`config.mk`:
```
export PLATFORM = sky130hd
export DESIGN_NAME = busy_merge_unit
export DESIGN_NICKNAME = d
export VERILOG_FILES = /design/src/rtl/busy_merge_pkg.sv /design/src/rtl/busy_slot_reduce.sv /design/src/rtl/busy_out_stage.sv /design/src/rtl/busy_merge_unit.sv
export SDC_FILE = /design/constraint.sdc
export NUM_CORES = 1
export LEC_CHECK = 0
export ABC_CLOCK_PERIOD_IN_PS = 840
export BUFFER_PORTS_ARGS = -buffer_cell sky130_fd_sc_hd__buf_2
export CAP_MARGIN = 20
export CORE_MARGIN = 8
export CORE_UTILIZATION = 32
export DETAILED_ROUTE_END_ITERATION = 10
export PLACE_DENSITY = 0.88
export SYNTH_ARGS = -nofsm -noshare
export SYNTH_HDL_FRONTEND = slang
export SYNTH_SLANG_ARGS = --single-unit
```
`constraint.sdc`:
```
create_clock -name clk_i -period 0.84 [get_ports clk_i]
set_input_delay 0.042 -clock clk_i [delete_from_list [all_inputs] [get_ports clk_i]]
set_output_delay 0.042 -clock clk_i [all_outputs]
set_load 0.05 [all_outputs]
```
`src/rtl/busy_merge_pkg.sv`:
```
package busy_merge_pkg;
  localparam int STAT_W   = 16;
  localparam int ST_EXT   = 0;
  localparam int ST_EXT_M = 1;
  localparam int ST_INT   = 2;
  localparam int ST_BUSY  = 3;
  localparam int ST_CRATE = 7;
  localparam int ST_SA    = 11;

  typedef struct packed {
    logic              busy;
    logic              trig;
    logic              ext_m;
    logic              crate;
    logic [STAT_W-1:0] status;
  } busy_bundle_t;
endpackage

```
`src/rtl/busy_slot_reduce.sv`:
```
module busy_slot_reduce #(
  parameter int N_SLOTS = 16
) (
  input  logic [N_SLOTS-1:0] busy_i,
  input  logic [N_SLOTS-1:0] mask_i,
  output logic               any_o
);
  logic [N_SLOTS-1:0] hit;

  for (genvar i = 0; i < N_SLOTS; i++) begin : g_slot
    assign hit[i] = busy_i[i] & ~mask_i[i];
  end

  assign any_o = |hit;
endmodule

```
`src/rtl/busy_out_stage.sv`:
```
module busy_out_stage #(
  parameter int W = 8
) (
  input  logic         clk_i,
  input  logic         rst_ni,
  input  logic [W-1:0] d_i,
  output logic [W-1:0] q_o
);
  always_ff @(posedge clk_i or negedge rst_ni) begin
    if (!rst_ni) q_o <= '0;
    else         q_o <= d_i;
  end
endmodule

```
`src/rtl/busy_merge_unit.sv`:
```
module busy_merge_unit
  import busy_merge_pkg::*;
#(
  parameter int N_SLOTS = 16
) (
  input  logic               clk_i,
  input  logic               rst_ni,
  input  logic               int_busy_i,
  input  logic               nim_ext_busy_i,
  input  logic               ecl_ext_busy_i,
  input  logic               fp_rod_busy_i,
  input  logic [N_SLOTS-1:0] slot_busy_i,
  input  logic [N_SLOTS-1:0] slot_mask_i,
  input  logic               sw_busy_i,
  input  logic               sw_crate_busy_i,
  input  logic               en_int_i,
  input  logic               en_ext_i,
  input  logic               en_rod_i,
  input  logic               standalone_i,
  input  logic               module_ok_i,
  output logic               busy_o,
  output logic               trig_busy_o,
  output logic               ext_busy_masked_o,
  output logic               crate_busy_o,
  output logic               crate_led_o,
  output logic [STAT_W-1:0]  status_o
);
  localparam int BW = $bits(busy_bundle_t);

  logic         ext_any, ext_en, int_ok, rod_en, slot_any;
  logic         common_terms, crate_d;
  busy_bundle_t nxt, cur;

  busy_slot_reduce #(.N_SLOTS(N_SLOTS)) u_slots (
    .busy_i (slot_busy_i),
    .mask_i (slot_mask_i),
    .any_o  (slot_any)
  );

  always_comb begin
    ext_any      = nim_ext_busy_i | ecl_ext_busy_i;
    ext_en       = ext_any & en_ext_i;
    int_ok       = int_busy_i & module_ok_i;   // not-OK hides internal busy
    rod_en       = fp_rod_busy_i & en_rod_i;
    common_terms = ext_en | sw_busy_i | rod_en;
    // standalone wins over not-OK suppression
    crate_d      = standalone_i | (module_ok_i & (slot_any | rod_en | sw_crate_busy_i));

    nxt                  = '0;
    nxt.busy             = (int_ok & en_int_i) | common_terms;
    nxt.trig             = int_ok | common_terms;
    nxt.ext_m            = ext_en;
    nxt.crate            = crate_d;
    nxt.status[ST_EXT]   = ext_any;
    nxt.status[ST_EXT_M] = ext_en;
    nxt.status[ST_INT]   = int_ok;
    nxt.status[ST_BUSY]  = nxt.busy;
    nxt.status[ST_CRATE] = crate_d;
    nxt.status[ST_SA]    = standalone_i;
  end

  busy_out_stage #(.W(BW)) u_reg (
    .clk_i  (clk_i),
    .rst_ni (rst_ni),
    .d_i    (nxt),
    .q_o    (cur)
  );

  assign busy_o            = cur.busy;
  assign trig_busy_o       = cur.trig;
  assign ext_busy_masked_o = cur.ext_m;
  assign crate_busy_o      = cur.crate;
  assign crate_led_o       = cur.crate;
  assign status_o          = cur.status;


  not_ok_crate_off_chk: assert property (@(posedge clk_i) disable iff (!rst_ni)
    (!module_ok_i && !standalone_i) |=> !crate_busy_o);


  standalone_crate_on_chk: assert property (@(posedge clk_i) disable iff (!rst_ni)
    standalone_i |=> (crate_busy_o && status_o[ST_SA]));


  trig_covers_busy_chk: assert property (@(posedge clk_i) disable iff (!rst_ni)
    busy_o |-> trig_busy_o);


  ext_masked_in_busy_chk: assert property (@(posedge clk_i) disable iff (!rst_ni)
    ext_busy_masked_o |-> (busy_o && status_o[ST_EXT]));


  not_ok_int_hidden_chk: assert property (@(posedge clk_i) disable iff (!rst_ni)
    !module_ok_i |=> !status_o[ST_INT]);


  all_masked_chk: assert property (@(posedge clk_i) disable iff (!rst_ni)
    (&slot_mask_i && !standalone_i && !sw_crate_busy_i && !(fp_rod_busy_i && en_rod_i))
      |=> !crate_busy_o);
endmodule

```
# Yosys cells after proc, flatten, opt, wreduce, memory -nomap -nowiden

Cells that the tools add are included.

Flip-flop bits (word level): 10
Output and inout port bits: 21

Bitwise operators: 45
Reductions and logical operators: 1

Operators by type and width:

| cell                | count |
|---|---|
| bitwise AND 1 bit   | 21 |
| NOT 1 bit           | 16 |
| OR reduction 16 bit | 1 |
| bitwise OR 1 bit    | 8 |

# Longest topological paths before layout

Word-level depth: 7
Depth in mapped cells: 4

# Hierarchy

A second synthesis with hierarchy kept.

Cells, all modules: 53
Area, all modules: 750.7 µm²

Modules (own cells, without submodules):

| module           | instances | cells an instance | area each (µm²) | seq. area each (µm²) |
|---|---|---|---|---|
| busy_out_stage   | 1         | 20                | 500.5           | 500.5 |
| busy_slot_reduce | 1         | 21                | 178.9           | 0.0 |
| busy_merge_unit  | 1         | 12                | 71.3            | 0.0 |

# Least setup slack after synthesis

OpenSTA, ideal clock, no wires.

Kind: flip-flop to output port
Start: register u_reg.q_o[16]
End: output crate_led_o
Arrival: 0.905 ns
Data required time: 0.798 ns
Slack: -0.107 ns
Cell stages (with the launch flop): 2
Path buffers: 1
Path through: dfrtp_1 buf_4

RTL lines:

| item                   | line                  | text |
|---|---|---|
| start, declared        | busy_out_stage.sv:7   | `output logic [W-1:0] q_o` |
| start signal, assigned | busy_out_stage.sv:11  | `else q_o <= d_i;` |
| end, declared          | busy_merge_unit.sv:25 | `output logic crate_led_o,` |

No word-level cell between the ends.

# Worst setup path after layout

Start: register u_reg.q_o[16]
End: output crate_busy_o

RTL lines:

| item          | line                  | text |
|---|---|---|
| end, declared | busy_merge_unit.sv:24 | `output logic crate_busy_o,` |

No word-level cell between the ends.

==> metrics.md <==
| Metric | Value |
|---|---|
| Stages on worst setup path | 1 |
| Most common cell after layout, fill and taps aside | buf_2 |
| Drt first pass iters | 3 |
| Fin. max-slew vios | 0 |
| Largest Register | u_reg.q_o |
| WHS Endpoint | u_reg.q_o[0]$_DFF_PN0_ |
| Initial Utilization | 33.1% |
| Mux cell area share after synthesis | 0% |
| Mapped cell area | 482 um^2 |
| Biggest regs | u_reg.q_o: 7 flops |
| Largest net degree at the start of global routing | 8 |
| Placer congestion estimate | 0.675 |
| Final worst-path cycle share | 104% |
| FP Rows | 14 |
| Dpl ws | -0.229 ns |
| Detail Placement HPWL | 1560 um |
| Vias in the first global route | 613 |
| DRT iter0 DRCs | 5 |
| Post-synthesis compound-gate area fraction | 16.9% |
| Fmax | 1140 MHz |
| Sum Neg Setup Slack | -0.202 ns |
| Setup crit start kind | flop |
| Max FFs per register | 7 |
| Post-synthesis xor/xnor area fraction | 0% |
| RSZ-0062 raised after global routing | true |
| # IOs | 66 |
| Fin worst setup slack | -0.0371 ns |
| Synth Area in Simple Gates | 17.1% |
| CP arrival | 0.84 ns |
| Hold path cells | 2 |
| Clock-pin slew on the worst setup and hold paths | 0.05 ns |
| CP max FO | 3 |
| Worst VDD drop | 0.000401 V |
| Hold Path Class | primary input to flop |
| Cts bufs inserted | 3 |
| LEAKAGE | 0.475 nW |
| Pwr Density | 1340 mW/mm^2 |
| Avg WL per Cell | 13.5 um |
| First-pass GRT wire length | 2530 um |
| Clock sink count | 7 |
| Synthesis Warnings | 0 |
| Most frequent cells in the layout | buf_2 (44), conb_1 (10), inv_1 (9), buf_6 (9), nand2b_1 (7) |
| CP endpoint kind | output port |
| Total power | 1.14 mW |
| Status | finished with violations |
| PortBufs | 55 |
| Via count | 548 |
| Antenna diode count | 0 |
| Nets | 159 |
| Ratio of cells with drive above 1 in the final layout | 60.2% |
| Hold path start | nim_ext_busy_i |
| DIE HEIGHT | 54.8 um |
| Critical path class | flop to output port |
| Yosys cell types | 18 |
| Worst path max stage delay | 0.43 ns |
| Failing checks | setup timing |
| Die X | 54.8 um |
| Post-synthesis sequential area ratio | 36.4% |
| Die ar. | 0.00300 mm^2 |
| Largest family of logic cells by synthesized area | buffers and inverters |
| Vias/cell | 4.25 |
| Minimum clock period | 0.877 ns |
| Final Util | 58.2% |
| Initial antenna violation count | 0 |
| Synth Area in Adders | 0% |
| Remaining global-route overflow | 0 |
| WP data required | 0.80 ns |
| Placed Area | 732 um^2 |
| CTS tree | yes |
| Core Region | 0.00145 mm^2 |
| Endpoints failing setup | 7 |
| Final hold vios | 0 |
| Fill cells | 124 |
| CTS HTree Levels | 1 |
| Root buf cell | clkbuf_4 |
| #FFs+latches synth | 7 |
| Worst path cell trace | buf_6 |
| CP max stage cell | dfrtp_2 |
| Max-cap violations | 0 |
| Final wirelength | 1750 um |
| Top Family by Delay on Critical Path | flip-flops |
| DRC violations left | 0 |
| Clock Path Buffers | 2 |
| Syn Inst Count | 54 |
| Synthesis-to-layout area growth | 75.6% |
| Worst Path Buf+Inv | 1 |
| Fin area | 846 um^2 |
| Final ANT Viol Nets | 0 |
| Total track usage | 11.3% |
| Syn Area/Cell | 8.92 um^2 |
[metal layers]
layer / wire length, um / track usage (%) / vias up
met4: 0 / 2.46 / 0
met2: 1110 / 24.2 / 25
li1: - / - / 268
met5: 0 / 0 / -
met3: 152 / 3.26 / 0
met1: 486 / 9.49 / 255
[worst max-delay path by stage]
| stage | startpoint | to | slack, ns |
|---|---|---|---|
| final | u_reg.q_o[16]$_DFF_PN0_ | crate_busy_o | -0.04 |
| after global routing | u_reg.q_o[16]$_DFF_PN0_ | crate_busy_o | -0.06 |
| after CTS | u_reg.q_o[16]$_DFF_PN0_ | crate_busy_o | -0.04 |
| after detailed placement | slot_mask_i[4] | u_reg.q_o[16]$_DFF_PN0_ | -0.23 |
| after global placement | slot_mask_i[4] | u_reg.q_o[16]$_DFF_PN0_ | -0.19 |
| after floorplan | slot_mask_i[11] | u_reg.q_o[16]$_DFF_PN0_ | 0.02 |
[cells in the mapped netlist]
library cell  count  area (um^2)
o22ai_1           2         12.5
nand2b_1          7         43.8
nand2_1           2         7.51
a31oi_1           1         6.26
inv_1             9         33.8
or2_1             1         6.26
buf_4            14          105
a221oi_1          1         8.76
dfrtp_1           7          175
nor2b_1           1         6.26
and2_4            1         8.76
a2111oi_2         1         15.0
nor2_1            1         3.75
o2111ai_1         2         17.5
conb_1            1         3.75
and2_1            1         6.26
a2111oi_0         1         8.76
a211oi_2          1         12.5
[layout make-up]
class                      count  area [um^2]  area share, %
multi-input combinational     33          208           24.6
inverter                       9         33.8           3.99
timing repair buffer          60          379           44.8
clock buffer                   4         26.3           3.11
sequential                     7          179           21.2
tap                           16         20.0           2.37
[through the flow]
stage	hold WS, ns	cells
6_report	0.00365	129
5_1_grt	0.0109	129
4_1_cts	0.00125	129
3_5_place_dp	-0.119	123
3_3_place_gp	-0.127	123
2_1_floorplan	-0.254	63
[kinds of logic after synthesis]
kind of cell,count (synthesis)
other cells,1
flops,7
compound gates,9
buf+inv,23
simple gates,14
[timing repair]
action	CTS	global route
endpoints found under the setup margin	11	12
buffers inserted	0	0
pin swaps	0	1
resized for setup	16	6
hold buffers	2	0
hold endpoints to repair	8	0
[power by group]
group | leakage [nW] | switching [mW] | internal [mW] | total, mW
logic | 0.385 | 0.295 | 0.177 | 0.471
registers | 0.0748 | 0.0135 | 0.358 | 0.372
clock network | 0.0150 | 0.113 | 0.181 | 0.294
No activity file was read; power rests on OpenSTA's default activity.
